File: src/rtl/flame_seeker.sv
module flame_seeker #(
  parameter int STABLE_TICKS = 4,
  parameter int SWEEP_TICKS  = 40,
  parameter int RUN_TICKS    = 30,
  parameter int CLOSE_TICKS  = 50,
  parameter int SEEK_BUDGET  = 30000,
  parameter int HOME_BUDGET  = 12000,
  parameter int STACK_DEPTH  = 16,
  parameter int SEG_W        = 10
) (
  input  logic       clk,
  input  logic       rst_n,
  input  logic       tick,
  input  logic       start_btn,
  input  logic       sens_l,
  input  logic       sens_m,
  input  logic       sens_r,
  output logic       motl_fwd,
  output logic       motl_rev,
  output logic       motr_fwd,
  output logic       motr_rev,
  output logic       fan_on,
  output logic [2:0] status
);
  localparam int DB_W   = $clog2(STABLE_TICKS + 1);
  localparam int PH_MAX = (SWEEP_TICKS > RUN_TICKS) ? SWEEP_TICKS : RUN_TICKS;
  localparam int PH_W   = $clog2(PH_MAX + 1);
  localparam int CL_W   = $clog2(CLOSE_TICKS + 1);
  localparam int B_MAX  = (SEEK_BUDGET > HOME_BUDGET) ? SEEK_BUDGET : HOME_BUDGET;
  localparam int BUD_W  = $clog2(B_MAX + 1);
  localparam int IDX_W  = $clog2(STACK_DEPTH);
  localparam int SP_W   = $clog2(STACK_DEPTH + 1);

  localparam logic [2:0] D_STOP = 3'd0, D_FWD = 3'd1, D_REV = 3'd2,
                         D_LEFT = 3'd3, D_RIGHT = 3'd4;

  typedef enum logic [2:0] {
    S_IDLE = 3'd0, S_SEEK = 3'd1, S_BLOW = 3'd2,
    S_HOME = 3'd3, S_DONE = 3'd4, S_FAULT = 3'd7
  } state_t;

  function automatic logic [2:0] flip(input logic [2:0] d);
    case (d)
      D_FWD:   flip = D_REV;
      D_REV:   flip = D_FWD;
      D_LEFT:  flip = D_RIGHT;
      D_RIGHT: flip = D_LEFT;
      default: flip = D_STOP;
    endcase
  endfunction

  state_t            state;
  logic [2:0]        raw, sync1, sync2, filt;
  logic [DB_W-1:0]   dbc [3];
  logic [1:0]        st_s;
  logic [2:0]        dir, cmd, nxt_dir, h_dir;
  logic [SEG_W-1:0]  seg_cnt, h_left;
  logic [SP_W-1:0]   sp;
  logic [PH_W-1:0]   sw_cnt, sw_lim;
  logic              sw_fwd;
  logic [CL_W-1:0]   close_cnt;
  logic [BUD_W-1:0]  budget;
  logic [2:0]        stk_dir [STACK_DEPTH];
  logic [SEG_W-1:0]  stk_cnt [STACK_DEPTH];
  logic [IDX_W-1:0]  top_idx;
  logic              push, pop, live;

  assign raw     = {sens_l, sens_m, sens_r};
  assign sw_lim  = sw_fwd ? PH_W'(RUN_TICKS - 1) : PH_W'(SWEEP_TICKS - 1);
  assign top_idx = IDX_W'(sp - 1'b1);
  assign nxt_dir = (dir == cmd) ? dir : ((dir == D_STOP) ? cmd : D_STOP);
  assign push    = tick && (state == S_SEEK || state == S_BLOW) && dir != D_STOP &&
                   nxt_dir != dir && sp < SP_W'(STACK_DEPTH);
  assign pop     = state == S_HOME && h_left == '0 && sp != '0;

  always_comb begin
    cmd = D_STOP;
    if (state == S_SEEK) begin
      if      (filt[1]) cmd = D_FWD;
      else if (filt[2]) cmd = D_LEFT;
      else if (filt[0]) cmd = D_RIGHT;
      else              cmd = sw_fwd ? D_FWD : D_RIGHT;
    end else if (state == S_HOME && h_left != '0) begin
      cmd = h_dir;
    end
  end

  assign live     = state != S_FAULT;
  assign motl_fwd = live && (dir == D_FWD || dir == D_RIGHT);
  assign motl_rev = live && (dir == D_REV || dir == D_LEFT);
  assign motr_fwd = live && (dir == D_FWD || dir == D_LEFT);
  assign motr_rev = live && (dir == D_REV || dir == D_RIGHT);
  assign fan_on   = state == S_BLOW && filt[1];
  assign status   = state;

  always_ff @(posedge clk) begin
    if (push) begin
      stk_dir[IDX_W'(sp)] <= dir;
      stk_cnt[IDX_W'(sp)] <= seg_cnt;
    end
  end

  always_ff @(posedge clk or negedge rst_n) begin
    if (!rst_n) begin
      state <= S_IDLE;
      sync1 <= '0; sync2 <= '0; filt <= '0; st_s <= '0;
      for (int i = 0; i < 3; i++) dbc[i] <= '0;
      dir <= D_STOP; h_dir <= D_STOP;
      seg_cnt <= '0; h_left <= '0; sp <= '0;
      sw_cnt <= '0; sw_fwd <= 1'b0; close_cnt <= '0; budget <= '0;
    end else begin
      sync1 <= raw;
      sync2 <= sync1;
      st_s  <= {st_s[0], start_btn};
      for (int i = 0; i < 3; i++) begin
        if (sync2[i] == filt[i]) dbc[i] <= '0;
        else if (tick) begin
          if (dbc[i] == DB_W'(STABLE_TICKS - 1)) begin
            filt[i] <= sync2[i];
            dbc[i]  <= '0;
          end else dbc[i] <= dbc[i] + 1'b1;
        end
      end

      if (state == S_FAULT) dir <= D_STOP;
      else if (tick)        dir <= nxt_dir;

      if (tick && nxt_dir != D_STOP)
        seg_cnt <= (dir == nxt_dir) ? ((&seg_cnt) ? seg_cnt : seg_cnt + 1'b1) : SEG_W'(1);

      if (push) sp <= sp + 1'b1;
      else if (pop) begin
        sp     <= sp - 1'b1;
        h_dir  <= flip(stk_dir[top_idx]);
        h_left <= stk_cnt[top_idx];
      end else if (tick && state == S_HOME && h_left != '0 && nxt_dir == h_dir)
        h_left <= h_left - 1'b1;

      if (state != S_SEEK || filt != '0) begin
        sw_cnt <= '0;
        sw_fwd <= 1'b0;
      end else if (tick) begin
        if (sw_cnt == sw_lim) begin
          sw_cnt <= '0;
          sw_fwd <= ~sw_fwd;
        end else sw_cnt <= sw_cnt + 1'b1;
      end

      if (tick)
        close_cnt <= (state == S_SEEK && filt[1] && dir == D_FWD) ? close_cnt + 1'b1 : '0;

      case (state)
        S_IDLE: if (st_s[1]) begin
          state  <= S_SEEK;
          budget <= '0;
          sp     <= '0;
        end
        S_SEEK: if (tick) begin
          budget <= budget + 1'b1;
          if (budget == BUD_W'(SEEK_BUDGET - 1)) state <= S_FAULT;
          else if (filt[1] && dir == D_FWD && close_cnt == CL_W'(CLOSE_TICKS - 1))
            state <= S_BLOW;
        end
        S_BLOW: begin
          if (tick) budget <= budget + 1'b1;
          if (tick && budget == BUD_W'(SEEK_BUDGET - 1)) state <= S_FAULT;
          else if (!filt[1]) begin
            state  <= S_HOME;
            budget <= '0;
          end
        end
        S_HOME: begin
          if (tick) budget <= budget + 1'b1;
          if (tick && budget == BUD_W'(HOME_BUDGET - 1)) state <= S_FAULT;
          else if (h_left == '0 && sp == '0) state <= S_DONE;
        end
        default: state <= state;
      endcase
    end
  end
endmodule

File: config.mk
export PLATFORM = sky130hd
export DESIGN_NAME = flame_seeker
export DESIGN_NICKNAME = d
export VERILOG_FILES = /design/src/rtl/flame_seeker.sv
export SDC_FILE = /design/constraint.sdc
export NUM_CORES = 1
export LEC_CHECK = 0
export ABC_CLOCK_PERIOD_IN_PS = 4500
export CAP_MARGIN = 10
export CORE_MARGIN = 2
export CORE_UTILIZATION = 40
export DETAILED_ROUTE_END_ITERATION = 8
export REMOVE_ABC_BUFFERS = 1
export SLEW_MARGIN = 10
export SYNTH_ARGS = -nofsm -noshare
export SYNTH_HDL_FRONTEND = slang
export SYNTH_SLANG_ARGS = --single-unit
File: constraint.sdc
create_clock -name clk -period 4.5 [get_ports clk]
set_input_delay 0.9 -clock clk [delete_from_list [all_inputs] [get_ports clk]]
set_output_delay 0.9 -clock clk [all_outputs]
set_load 0.005 [all_outputs]
Word level (Yosys, flattened, before mapping):

Memory sizes are Yosys's and may differ from the RTL's.
Index checks and enable logic that the tools add are counted.

* input bits: 7
* register bits: 82
* bits in latches: 0
* memories kept: 2
* ROM bits: 0
* bits in writable memories: 208

* multiplexer cells: 52
* eq/ne operators: 34
* shifts and indexed selects: 0
* reduce and logical (&&, ||, !) cells: 58
* add/subtract/negate cells: 10
* $mul: 0
* bitwise operators: 5
* divide/modulo/power cells: 0
* order comparisons: 1

Memory list
* stk_cnt: words 16, bits a word 10, rd ports 1, clocked after Yosys merged registers in 0, write ports 1, RTL line 64 `logic [SEG_W-1:0] stk_cnt [STACK_DEPTH];`
* stk_dir: words 16, bits a word 3, rd ports 1, clocked after Yosys merged registers in 0, write ports 1, RTL line 63 `logic [2:0] stk_dir [STACK_DEPTH];`

Operators with widths (count)
* 2-to-1 mux 3 bit: 27
* 2-to-1 mux 15 bit: 4
* one-hot mux 15 bit (3 select lines): 1
* 2-to-1 mux 10 bit: 4
* 2-to-1 mux 6 bit: 5
* == test 3 x 2 -> 1 bit, second input constant: 9
* one-hot mux 3 bit (4 select lines): 2
* logical AND 1 bit: 23
* 2-to-1 mux 5 bit: 4
* adder 15 x 1 -> 15 bit, second input constant: 1
* == test 15 x 14 -> 1 bit, second input constant: 1
* == test 15 bit, second input constant: 1
* nonzero test 2 bit: 7
* adder 6 x 1 -> 6 bit, second input constant: 2
* nonzero test 3 bit: 4
* adder 10 x 1 -> 10 bit, second input constant: 1
* zero test 10 bit: 1
* AND reduction 10 bit: 1
* AND reduction 2 bit: 5
* nonzero test 10 bit: 1
* subtractor 10 x 1 -> 10 bit, second input constant: 1
* adder 3 x 1 -> 3 bit, second input constant: 3
* == test 3 x 1 -> 1 bit, second input constant: 3
* == test 3 bit: 3
* 22 further kinds: 46

Depth between registers and ports, before layout:

* depth in word-level cells: 13
* mapped depth: 12
* gate-level depth less buffers: 10

Least setup slack after synthesis:

OpenSTA, ideal clock, no wires.

* path type: register -> register
* start: register sp[0]
* end: register h_left[1]
* period minus slack after synthesis: 4.451 ns
* setup time: 0.121 ns
* arrival time: 4.330 ns
* cell stages (with the launch flop): 12
* setup slack: 0.049 ns
* path through: dfrtp_1 clkbuf_1 clkbuf_1 buf_1 inv_1 ha_1 clkbuf_1 clkbuf_1 clkbuf_1 mux4_2 mux4_2 a22o_1

* longest elaborated chain between the ends: 4
* elaborated cells between the ends (all ways): 10

RTL lines
* start, declared: RTL line 58 `logic [SP_W-1:0] sp;`
* start signal, assigned: RTL line 131 `if (push) sp <= sp + 1'b1;`
* start signal, assigned: RTL line 133 `sp <= sp - 1'b1;`
* parallel branches: the longest is 4 deep, another holds memory read (16 x 10 bit)
* end signal, assigned: RTL line 135 `h_left <= stk_cnt[top_idx];`
* end signal, assigned: RTL line 137 `h_left <= h_left - 1'b1;`
* end, declared: RTL line 57 `logic [SEG_W-1:0] seg_cnt, h_left;`

Parallel ways; which one is timed is not known.
A chain may end at the register's enable or synchronous reset.

Worst setup path after layout:

* start: register h_left[0]
* end: memory stk_dir[15][0], enable pin

* longest elaborated chain between the ends: 11
* elaborated cells between the ends (all ways): 12

RTL lines
* nonzero test 10 bit *: RTL line 83 `end else if (state == S_HOME && h_left != '0) begin`
* logical AND 1 bit *: RTL line 83
* 2-to-1 mux 3 bit *: RTL line 83
* 2-to-1 mux 3 bit *: RTL line 78 `if (state == S_SEEK) begin`
* == test 3 bit or 2-to-1 mux 3 bit (tied branches): RTL line 71 `assign nxt_dir = (dir == cmd) ? dir : ((dir == D_STOP) ? cmd : D_STOP);`
* 2-to-1 mux 3 bit *: RTL line 71
* != test 3 bit *: RTL line 73 `nxt_dir != dir && sp < SP_W'(STACK_DEPTH);`
* logical AND 1 bit *: RTL line 72 `assign push = tick && (state == S_SEEK || state == S_BLOW) && dir != D_STOP &&`
* logical AND 1 bit *: RTL line 73
* 2-to-1 mux 1 bit *: RTL line 97 `if (push) begin`
* 2-to-1 mux 1 bit (implied by the code) *: RTL line 98 `stk_dir[IDX_W'(sp)] <= dir;`
* end, declared: RTL line 63

Every way passes the cells marked *; elsewhere a longest branch is shown, timed or not.

==> report_table.html <==
<table>
<tr><th>Metric</th><th>Value</th></tr>
<tr><th colspan="2">Clock network</th></tr>
<tr><td># resized after CTS</td><td>0</td></tr>
<tr><td>Maximum level of the CTS H-tree</td><td>1</td></tr>
<tr><td>Clock tree from TritonCTS</td><td>built</td></tr>
<tr><td>Inserted Clock Buffers</td><td>30</td></tr>
<tr><td>Total number of clock tree sinks</td><td>290</td></tr>
<tr><td>Register clock-pin slew on the reported worst setup and hold paths</td><td>0.06 ns</td></tr>
<tr><td>Post-CTS Hold Fix Bufs</td><td>0</td></tr>
<tr><td>Post-CTS setup buffer count</td><td>0</td></tr>
<tr><td>Source-to-sink clock delay at the later pin of the worst-skew pair</td><td>0.59 ns</td></tr>
<tr><td>Bufs on Longest Clock Path</td><td>3</td></tr>
<tr><td>Cell at the root of the clock tree</td><td>clkbuf_16</td></tr>
<tr><th colspan="2">Setup path</th></tr>
<tr><td>CP Cell Sequence</td><td>inv_1 -&gt; ha_1 -&gt; or3b_1 -&gt; o311a_1 -&gt; o21ai_1 -&gt; a222oi_1 -&gt; buf_4 -&gt; nor3_2 -&gt; nand2_1 -&gt; nor2_1 -&gt; buf_4</td></tr>
<tr><td>Largest fanout on the critical path</td><td>10</td></tr>
<tr><td>Library cell contributing the largest single delay on the critical path</td><td>nor3_2</td></tr>
<tr><td>Data required, critical path</td><td>4.75 ns</td></tr>
<tr><td>Worst reg2reg path depth</td><td>11</td></tr>
<tr><td>Sort of element at the start of the critical path</td><td>register</td></tr>
<tr><td>Critical path capture point type</td><td>register</td></tr>
<tr><td>Crit-path most repeated cell</td><td>buf_4</td></tr>
<tr><td>Largest stage delay on the critical path</td><td>0.50 ns</td></tr>
<tr><td>Worst Setup Path Type</td><td>register to register</td></tr>
<tr><td>Data arrival time of the critical path</td><td>4.20 ns</td></tr>
<tr><th colspan="2">Die</th></tr>
<tr><td>Core Footprint</td><td>0.0314 mm²</td></tr>
<tr><td>Num rows</td><td>65</td></tr>
<tr><td>Top-level port count</td><td>15</td></tr>
<tr><td>Initial standard-cell utilization of the core</td><td>40.3%</td></tr>
<tr><td>Die area</td><td>0.0331 mm²</td></tr>
<tr><td>Die Width</td><td>182 µm</td></tr>
<tr><td>Die outline height</td><td>182 µm</td></tr>
<tr><th colspan="2">STA</th></tr>
<tr><td>Final Hold Fails</td><td>0</td></tr>
<tr><td>Achievable frequency</td><td>253 MHz</td></tr>
<tr><td>Unrepaired setup endpoints after global routing</td><td>no</td></tr>
<tr><td>Clock skew</td><td>0.0491 ns</td></tr>
<tr><td>Worst hold slack after final layout</td><td>0.339 ns</td></tr>
<tr><td>Total negative slack</td><td>0 ns</td></tr>
<tr><td>Post-route worst setup slack</td><td>0.549 ns</td></tr>
<tr><td>Final cycle utilization of the critical path</td><td>87.8%</td></tr>
<tr><td>Final setup violation count</td><td>0</td></tr>
<tr><td>Fin. max-slew vios</td><td>0</td></tr>
<tr><td>Max-slew headroom</td><td>37.5%</td></tr>
<tr><td>Actual transition at the worst max-transition pin</td><td>0.937 ns</td></tr>
<tr><td>Time the final worst path needs with I/O delays and setup</td><td>3.95 ns</td></tr>
<tr><th colspan="2">Placed design</th></tr>
<tr><td>Setup slack at placement</td><td>0.566 ns</td></tr>
<tr><td>Placed wire-length estimate after detailed placement</td><td>18000 µm</td></tr>
<tr><td>Placer congestion estimate</td><td>0.839</td></tr>
<tr><td>Buffers added on ports</td><td>14</td></tr>
<tr><th colspan="2">Synth</th></tr>
<tr><td>Fraction of registers with async set/reset</td><td>28.3%</td></tr>
<tr><td>Per-instance average area after synthesis</td><td>15.1 µm²</td></tr>
<tr><td>Synth Flop Type</td><td>edfxtp_1</td></tr>
<tr><td>Count of mapped cells out of synthesis</td><td>840</td></tr>
<tr><td>Synthesis warning total</td><td>0</td></tr>
<tr><td>Count of flip-flops with a built-in enable after synthesis</td><td>208</td></tr>
<tr><td>Cell area after synthesis</td><td>0.0127 mm²</td></tr>
<tr><td>Distinct cells, synth</td><td>74</td></tr>
<tr><td>Flop and latch count out of synthesis</td><td>290</td></tr>
<tr><td>Share of the yosys chip area belonging to registers</td><td>65.6%</td></tr>
<tr><th colspan="2">Route</th></tr>
<tr><td>Remaining DRCs</td><td>0</td></tr>
<tr><td>Antenna viol nets, final</td><td>0</td></tr>
<tr><td>Number of vias per cell after detailed routing</td><td>5.66</td></tr>
<tr><td>DR vias</td><td>7397</td></tr>
<tr><td>Number of optimization iterations in the first detailed-route pass</td><td>6</td></tr>
<tr><td>Average wire per standard cell</td><td>20.9 µm</td></tr>
<tr><td>Number of DRC markers in iteration 0</td><td>620</td></tr>
<tr><td>DRT Wirelength</td><td>27400 µm</td></tr>
<tr><th colspan="2">Final layout</th></tr>
<tr><td>Number of nets in the layout</td><td>903</td></tr>
<tr><td>P&amp;R area growth vs syn</td><td>15.0%</td></tr>
<tr><td>Core utilization of the finished layout</td><td>46.4%</td></tr>
<tr><td>Fraction of final layout cells with drive strength greater than 1</td><td>20.3%</td></tr>
<tr><td>Most common cell after layout, fill and taps aside</td><td>edfxtp_1</td></tr>
<tr><td>Most frequent cells in the layout</td><td>edfxtp_1 (208), dfrtp_1 (81), mux4_2 (65)</td></tr>
<tr><td>Number of diodes added for antenna fixing</td><td>0</td></tr>
<tr><th colspan="2">Global routing</th></tr>
<tr><td>Global-route wire length before repair</td><td>43600 µm</td></tr>
<tr><td>Largest net degree at the start of global routing</td><td>47</td></tr>
<tr><td>Global Route Usage Sum</td><td>17.1%</td></tr>
<tr><td>Initial antenna violation count</td><td>0</td></tr>
<tr><td>Vias in the first global route</td><td>7424</td></tr>
<tr><td>Grt total ovfl</td><td>0</td></tr>
<tr><th colspan="2">Power</th></tr>
<tr><td>Internal power component</td><td>5270 µW</td></tr>
<tr><td>Leakage component of the power</td><td>0.00519 µW</td></tr>
<tr><td>Comb pwr share</td><td>18.7%</td></tr>
<tr><td>Clock network fraction of design power</td><td>37.0%</td></tr>
<tr><td>Worst-case vdd ir drop</td><td>0.000327 V</td></tr>
<tr><td>Overall power consumption</td><td>7240 µW</td></tr>
<tr><td>Power density over cell area</td><td>498 mW/mm²</td></tr>
<tr><td>Switching Power</td><td>1970 µW</td></tr>
<tr><td>Fraction of power consumed by sequential logic</td><td>44.3%</td></tr>
<tr><td>Switching Share</td><td>27.2%</td></tr>
<tr><th colspan="2">Run</th></tr>
<tr><td>Number of maximum-capacitance constraint violations</td><td>0</td></tr>
<tr><th colspan="2">Hold path</th></tr>
<tr><td>Worst hold path type</td><td>input pin to asynchronous set/reset pin</td></tr>
<tr><th colspan="2">Run status</th></tr>
<tr><td>Run status</td><td>completed</td></tr>
</table>
[per-stage QoR]
step | area [µm²] | cells
finish | 14600 | 1308
CTS | 14600 | 1308
detailed placement | 13500 | 1252
global route | 14600 | 1308
floorplan | 12500 | 800
global placement | 13500 | 1252
[synthesized netlist by cell type (3+ instances only)]
cell        n  share of area (%)
nand2b_1    5               0.25
a211o_1     4               0.28
o311a_1     3               0.24
or3_1       5               0.25
nand3_1    22               0.87
nand2_1    58                1.7
inv_1      18               0.53
or4_1       8               0.47
o31ai_1    19                1.1
a31oi_1     4               0.20
xor2_1      5               0.35
o21ai_0    42                1.7
nor3_1     23               0.91
edfxtp_1  208                 49
o21bai_1    3               0.18
and3_1     17               0.84
a311oi_1    5               0.35
buf_1       6               0.18
nand4_1     5               0.25
a211oi_1    3               0.18
mux4_2     65                 12
nor4_1      3               0.15
ha_1       14                1.4
clkbuf_1   31               0.92
nand4b_1    3               0.21
nor3b_1     7               0.42
a21oi_1    23               0.91
xnor2_1    14               0.97
dfrtp_1    82                 16
mux2i_1     9               0.71
nor2b_1     4               0.20
or2_2       4               0.20
mux2_2      5               0.44
and2_1      3               0.15
nor2_1     60                1.8
[cells by family after synthesis]
logic type	count (synthesis)	share of synthesized area [%]
flops	290	65.6
simple gates	240	9.57
compound gates	139	7.57
mux	80	12.8
buf+inv	58	1.77
xor+xnor	19	1.32
fa+ha+maj	14	1.38
[final timing paths]
path	from	to	slack (ns)
max	h_left[0]	stk_dir[15][0]	0.55
min	rst_n	h_dir[1]	0.34
max reg2reg	h_left[0]	stk_dir[15][0]	0.55
min reg2reg	sync1[2]	sync2[2]	0.34
max in group asynchronous	rst_n	dbc[1]	3.23
min in group clk	sync1[2]	sync2[2]	0.34
[worst max-delay path: cells and delay by family (launching register included)]
| family | cells | cell delay, ns |
|---|---|---|
| fa+ha+maj | 1 | 0.21 |
| simple gates | 4 | 1.47 |
| buf+inv | 3 | 0.52 |
| compound gates | 3 | 1.08 |
| flops | 1 | 0.37 |
[state kept, by name, summed over array words and instances, names as in the netlist]
name / count
st_s: 2
sync1: 3
close_cnt: 6
dir: 3
sw_cnt: 6
status: 3
filt: 3
h_left: 10
stk_cnt: 160
sp: 5
budget: 15
seg_cnt: 10
sync2: 3
h_dir: 3
sw_fwd: 1
stk_dir: 48
dbc: 9
[area by class of cell]
cell class / count / area [µm²]
clock buffer: 34 / 786
clock inverter: 22 / 309
fill: 2712 / 16800
inverter: 18 / 67.6
multi-input combinational: 492 / 4170
sequential: 290 / 8300
tap: 402 / 503
timing repair buffer: 50 / 415
[power groups by stage]
stage               combinational [µW]  sequential, µW  clock, µW
floorplan                          947            3200          0
global placement                  1390            3260          0
detailed placement                1380            3270          0
CTS                               1390            3210       2740
global route                      1470            3230       2860
finish                            1350            3210       2680
[layer usage]
layer / vias to the layer above / GRT usage, % / routed length (µm)
met1: 3784 / 24.0 / 12200
met4: 0 / 4.23 / 535
met2: 187 / 27.8 / 13100
li1: 3385 / - / -
met3: 41 / 2.89 / 1560
met5: - / 0 / 0
No activity file was read; power rests on OpenSTA's default activity.
